<file path="config.mk">
export PLATFORM = sky130hd
export DESIGN_NAME = reduce_pair
export DESIGN_NICKNAME = d
export VERILOG_FILES = /design/src/rtl/reduce_pair_pkg.sv /design/src/rtl/reduce_pair_slot.sv /design/src/rtl/reduce_pair_adder.sv /design/src/rtl/reduce_pair.sv
export SDC_FILE = /design/constraint.sdc
export NUM_CORES = 1
export LEC_CHECK = 0
export ABC_AREA = 1
export BUFFER_PORTS_ARGS = -buffer_cell sky130_fd_sc_hd__buf_2
export CORE_AREA = 2 2 98 172
export CTS_BUF_LIST = sky130_fd_sc_hd__clkbuf_8
export DETAILED_ROUTE_END_ITERATION = 10
export DIE_AREA = 0 0 100 174
export MAX_ROUTING_LAYER = met4
export PLACE_DENSITY = 0.86
export SLEW_MARGIN = 40
export SYNTH_ARGS = -nofsm -noshare
export SYNTH_HDL_FRONTEND = slang
export SYNTH_SLANG_ARGS = --single-unit
export TNS_END_PERCENT = 5
</file>
<file path="constraint.sdc">
create_clock -name clk_i -period 2.74 [get_ports clk_i]
set_input_delay 0.137 -clock clk_i [delete_from_list [all_inputs] [get_ports clk_i]]
set_output_delay 0.137 -clock clk_i [all_outputs]
set_load 0.01 [all_outputs]
</file>
<file path="src/rtl/reduce_pair_pkg.sv">
package reduce_pair_pkg;

  typedef enum logic [1:0] {
    ROUTE_IDLE = 2'd0,
    ROUTE_HOLD = 2'd1,
    ROUTE_PAIR = 2'd2,
    ROUTE_DONE = 2'd3
  } route_e;

  // Where the candidate token of this cycle goes
  function automatic route_e pick_route(input logic cand_vld,
                                        input logic cnt_zero,
                                        input logic hold_vld);
    if (!cand_vld)               return ROUTE_IDLE;
    if (hold_vld)                return ROUTE_PAIR;
    if (cnt_zero)                return ROUTE_DONE;
    return ROUTE_HOLD;
  endfunction

endpackage

</file>
<file path="src/rtl/reduce_pair_slot.sv">
module reduce_pair_slot #(
  parameter int DATA_W = 32,
  parameter int CNT_W  = 16
) (
  input  logic              clk_i,
  input  logic              rst_ni,
  input  logic              load_i,
  input  logic              clear_i,
  input  logic [DATA_W-1:0] data_i,
  input  logic [CNT_W-1:0]  cnt_i,
  output logic              vld_o,
  output logic [DATA_W-1:0] data_o,
  output logic [CNT_W-1:0]  cnt_o
);

  always_ff @(posedge clk_i or negedge rst_ni) begin
    if (!rst_ni) begin
      vld_o  <= 1'b0;
      data_o <= '0;
      cnt_o  <= '0;
    end else if (load_i) begin
      vld_o  <= 1'b1;
      data_o <= data_i;
      cnt_o  <= cnt_i;
    end else if (clear_i) begin
      vld_o  <= 1'b0;
    end
  end

  // a waiting token never carries a finished count
  a_r2_held_cnt_nonzero: assert property (@(posedge clk_i) disable iff (!rst_ni)
    vld_o |-> (cnt_o != '0));

endmodule

</file>
<file path="src/rtl/reduce_pair_adder.sv">
module reduce_pair_adder #(
  parameter int DATA_W = 32,
  parameter int CNT_W  = 16
) (
  input  logic              clk_i,
  input  logic              rst_ni,
  input  logic              go_i,
  input  logic [DATA_W-1:0] a_data_i,
  input  logic [CNT_W-1:0]  a_cnt_i,
  input  logic [DATA_W-1:0] b_data_i,
  input  logic [CNT_W-1:0]  b_cnt_i,
  output logic              vld_o,
  output logic [DATA_W-1:0] data_o,
  output logic [CNT_W-1:0]  cnt_o
);

  always_ff @(posedge clk_i or negedge rst_ni) begin
    if (!rst_ni) begin
      vld_o  <= 1'b0;
      data_o <= '0;
      cnt_o  <= '0;
    end else begin
      vld_o <= go_i;
      if (go_i) begin
        data_o <= a_data_i + b_data_i;  // wraps modulo 2^DATA_W
        cnt_o  <= a_cnt_i + b_cnt_i;
      end
    end
  end

  // input stalls during flight, so a result never pairs back to back
  a_r6_single_cycle_flight: assert property (@(posedge clk_i) disable iff (!rst_ni)
    vld_o |=> !vld_o);

endmodule

</file>
<file path="src/rtl/reduce_pair.sv">
module reduce_pair
  import reduce_pair_pkg::*;
#(
  parameter int DATA_W = 32,
  parameter int CNT_W  = 16
) (
  input  logic              clk_i,
  input  logic              rst_ni,
  input  logic              in_valid_i,
  output logic              in_ready_o,
  input  logic [DATA_W-1:0] in_data_i,
  input  logic [CNT_W-1:0]  in_cnt_i,
  output logic              done_o,
  output logic [DATA_W-1:0] sum_o
);

  logic              hold_vld;
  logic [DATA_W-1:0] hold_data;
  logic [CNT_W-1:0]  hold_cnt;
  logic              add_vld;
  logic [DATA_W-1:0] add_data;
  logic [CNT_W-1:0]  add_cnt;
  logic              take_ext;
  logic              cand_vld;
  logic [DATA_W-1:0] cand_data;
  logic [CNT_W-1:0]  cand_cnt;
  route_e            route;

  // Stall while an add is in flight; its result owns this cycle
  assign in_ready_o = !add_vld;
  assign take_ext   = in_valid_i && !add_vld;
  assign cand_vld   = add_vld || take_ext;
  assign cand_data  = add_vld ? add_data : in_data_i;
  assign cand_cnt   = add_vld ? add_cnt  : in_cnt_i;

  always_comb route = pick_route(cand_vld, cand_cnt == '0, hold_vld);

  reduce_pair_slot #(.DATA_W(DATA_W), .CNT_W(CNT_W)) i_slot (
    .clk_i   (clk_i),
    .rst_ni  (rst_ni),
    .load_i  (route == ROUTE_HOLD),
    .clear_i (route == ROUTE_PAIR),
    .data_i  (cand_data),
    .cnt_i   (cand_cnt),
    .vld_o   (hold_vld),
    .data_o  (hold_data),
    .cnt_o   (hold_cnt)
  );

  reduce_pair_adder #(.DATA_W(DATA_W), .CNT_W(CNT_W)) i_adder (
    .clk_i    (clk_i),
    .rst_ni   (rst_ni),
    .go_i     (route == ROUTE_PAIR),
    .a_data_i (hold_data),
    .a_cnt_i  (hold_cnt),
    .b_data_i (cand_data),
    .b_cnt_i  (cand_cnt),
    .vld_o    (add_vld),
    .data_o   (add_data),
    .cnt_o    (add_cnt)
  );

  always_ff @(posedge clk_i or negedge rst_ni) begin
    if (!rst_ni) begin
      done_o <= 1'b0;
      sum_o  <= '0;
    end else begin
      done_o <= (route == ROUTE_DONE);
      if (route == ROUTE_DONE) sum_o <= cand_data;
    end
  end

  // completion leaves nothing stored and nothing in flight
  a_r9_done_leaves_empty: assert property (@(posedge clk_i) disable iff (!rst_ni)
    done_o |-> (!hold_vld && !add_vld));

  // an add starts only against a stored token
  a_r3_pair_needs_held: assert property (@(posedge clk_i) disable iff (!rst_ni)
    $rose(add_vld) |-> $past(hold_vld));

endmodule

</file>
==> impl_metrics.csv <==
group,metric,value,unit
run_status,status,"finished with violations",
run_status,violations,"hold timing",
timing,drv_slew,0,
setup_path,cp.required,3.14,ns
timing,rsz0062_at_grt,"false",
clock_network,cts_setup_buffers,0,
floorplanning,design.die.area,17400,um2
power,clkPwrFrac,12.2,%
power,cellPowerDensity,1360,nW/um2
setup_path,cp.arrival,2.95,ns
cells_and_area,drive_gt1_share,10.4,%
global_route,antenna_found_initial,0,
routing,drtIter0Drc,642,
timing,fin_skew,0.0153,ns
timing,relSlewSlack,52.4,%
setup_path,crit_type,"reg -> reg",
routing,num_vias,8537,
global_route,grt_pass1_wl,39.9,mm
placed_design,gp_congestion,0.986,
routing,drt-total-wl,24.6,mm
timing,tightest_slew,0.713,ns
run,drv_cap,0,
setup_path,end_kind,"flop",
yosys,synth-seq-area-share,37.8,%
timing,timing.final.ws_setup,0.190,ns
floorplanning,initial_core_util,53.7,%
min_path,hp-class,"in -> async",
cells_and_area,regArea,3280,um2
power,seqPwrFrac,23.6,%
yosys,postSynthAreaPerCell,6.65,um2
clock_network,cts_made_buffers,17,
global_route,grt_max_degree,76,
power,switchingPower,6.77,mW
yosys,synthDistinctLibCells,33,
yosys,synth_nets,1401,
routing,routedWlPerCell,15.4,um
yosys,netlist_area,8660,um2
global_route,grt_pass1_vias,8544,
floorplanning,core,16100,um2
yosys,syn_inst,1302,
placed_design,post-place-ws,0.166,ns
cells_and_area,multi_input_area,4610,um2
clock_network,worst_skew_pair.late_latency,0.47,ns
timing,max_freq,0.392,GHz
routing,via_per_inst,5.36,
timing,holdWs,-0.00494,ns
clock_network,clockBufferDepth,2,
cells_and_area,final_area,9740,um2
global_route,grt_overflow_total,0,
power,leakage,5.81,nW
clock_network,clock_sinks,131,
cells_and_area,layout.nets,1489,
placed_design,io_buffers,84,
routing,dr.pass1.iters,6,
yosys,ys_ff_latch,131,
setup_path,worst_setup_path_start_kind,"flop",
placed_design,dp_hpwl,18.6,mm
cells_and_area,diodes,0,
floorplanning,io_pins,85,
cells_and_area,syn_to_final_growth,12.4,%
clock_network,path_clk_slew,0.07,ns
floorplanning,row_count,62,
cells_and_area,post-route-util,60.3,%
yosys,ys_warn_count,0,
floorplanning,die_h,174,um
clock_network,cts_root_buf,"clkbuf_8",
power,ir_worst_vdd,0.558,mV
cells_and_area,nFillCells,1516,
routing,drc,0,
global_route,grt_usage,30.0,%
placed_design,dpl-instance-area,9340,um2
power,swShare,51.2,%
power,power_frac_comb,64.2,%
clock_network,cts_tree,"done",
timing,tns,0,ns
timing,period_needed,2.55,ns
routing,final_antenna_net_count,0,
setup_path,path_max_fanout,38,
timing,hold_violations,1,
clock_network,htree_levels,4,
floorplanning,die_w,100,um
power,p_int,6.46,mW
timing,period_share,93.1,%
timing,setup_viol,0,
==> final cells by class <==
cell class                 instances  share of cell area (%)
clock buffer                      18                    2.54
clock inverter                    13                    1.26
inverter                         150                    5.81
multi-input combinational        981                    47.4
sequential                       131                    33.7
tap                              192                    2.47
timing repair buffer             109                    6.88
==> layer usage <==
| metal | global-route usage [%] | wire (um) |
|---|---|---|
| met1 | 32.5 | 9370 |
| met2 | 51.4 | 12700 |
| met3 | 4.26 | 1200 |
| met4 | 17.9 | 1370 |
| met5 | - | 0 |
==> cells in the mapped netlist (all sizes together) <==
library cell  number  area [um2]
a21oi             34         170
o21bai             4        30.0
fa                 2        40.0
nand4              5        37.5
nor2              58         228
o21a               1        7.51
dfrtp            131        3280
o21ai             60         304
a21o               4        30.0
nand3b             5        37.5
ha                46         576
and2               2        12.5
clkbuf            16        60.1
nor3               7        40.0
or2                2        12.5
nand3            104         521
buf               24         159
inv              150         563
xor2               5        43.8
nand2            622        2340
xnor2             20         175
==> per-stage QoR <==
step	power (mW)	hold WS, ns	instances
2_1_floorplan	9.27	-0.159	1302
3_3_place_gp	11.2	-0.0596	1561
3_5_place_dp	11.5	-0.0645	1561
4_1_cts	13.1	0.00134	1594
5_1_grt	14.5	0.00437	1594
6_report	13.2	-0.00494	1594
==> logic make-up after synthesis <==
| kind of cell | share of synthesized area [%] |
|---|---|
| buffers and inverters | 9.03 |
| xor gates and xnor gates | 2.53 |
| adders and majority gates | 7.11 |
| AOI/OAI and AO/OA | 6.25 |
| DFF | 37.8 |
| and+or+nand+nor | 37.2 |
==> worst paths after layout <==
check | start | endpoint | slack, ns | cells after the start
max reg2reg | i_adder.vld_o | sum_o[8] | 0.19 | 12
max | i_adder.vld_o | sum_o[8] | 0.19 | 12
min | rst_ni | i_slot.cnt_o[1] | -0.005 | 2
max in group asynchronous | rst_ni | i_adder.vld_o | 1.83 | 3
min in group clk_i | in_cnt_i[5] | i_slot.cnt_o[5] | 0 | 3
min reg2reg | sum_o[28] | sum_o[28] | 0.47 | 2
==> registers in the layout, summed over array words and instances, names as in the netlist <==
name	flops
done_o	1
i_slot.vld_o	1
i_slot.cnt_o	16
sum_o	32
i_adder.vld_o	1
i_adder.data_o	32
i_adder.cnt_o	16
i_slot.data_o	32
==> critical path: stages, from the launching register on <==
cell	delay, ns
dfrtp_2	0.45
buf_12	0.19
nand2_1	0.07
nand2_1	0.11
nor2_1	0.32
nand3_1	0.20
nor2_1	0.19
nand4_2	0.18
buf_4	0.24
nor2_4	0.11
buf_12	0.20
nand2_1	0.11
nand2_1	0.09
==> power by group through the flow <==
stage / Combinational, mW / Clock [mW] / Sequential [mW]
finish: 8.49 / 1.61 / 3.12
global route: 9.57 / 1.71 / 3.20
CTS: 8.40 / 1.62 / 3.12
detailed placement: 8.34 / 0 / 3.14
global placement: 8.14 / 0 / 3.11
floorplan: 6.27 / 0 / 3.00
==> cell usage in the layout (no fill, tap or decap), drive strengths merged, types with 7 or more instances in the layout <==
| cell | count |
|---|---|
| nor2 | 58 |
| ha | 46 |
| dfrtp | 131 |
| xnor2 | 20 |
| nand2 | 622 |
| clkbuf | 18 |
| nor3 | 7 |
| o21ai | 60 |
| a21oi | 34 |
| nand3 | 104 |
| buf | 107 |
| inv | 154 |
==> timing repair <==
item / 4_1_cts / 5_1_grt
endpoints found under the hold margin: 132 / 0
resized for setup: 0 / 5
endpoints found under the setup margin: 0 / 13
hold buffers: 2 / 0
(Power assumes the default switching activity.)
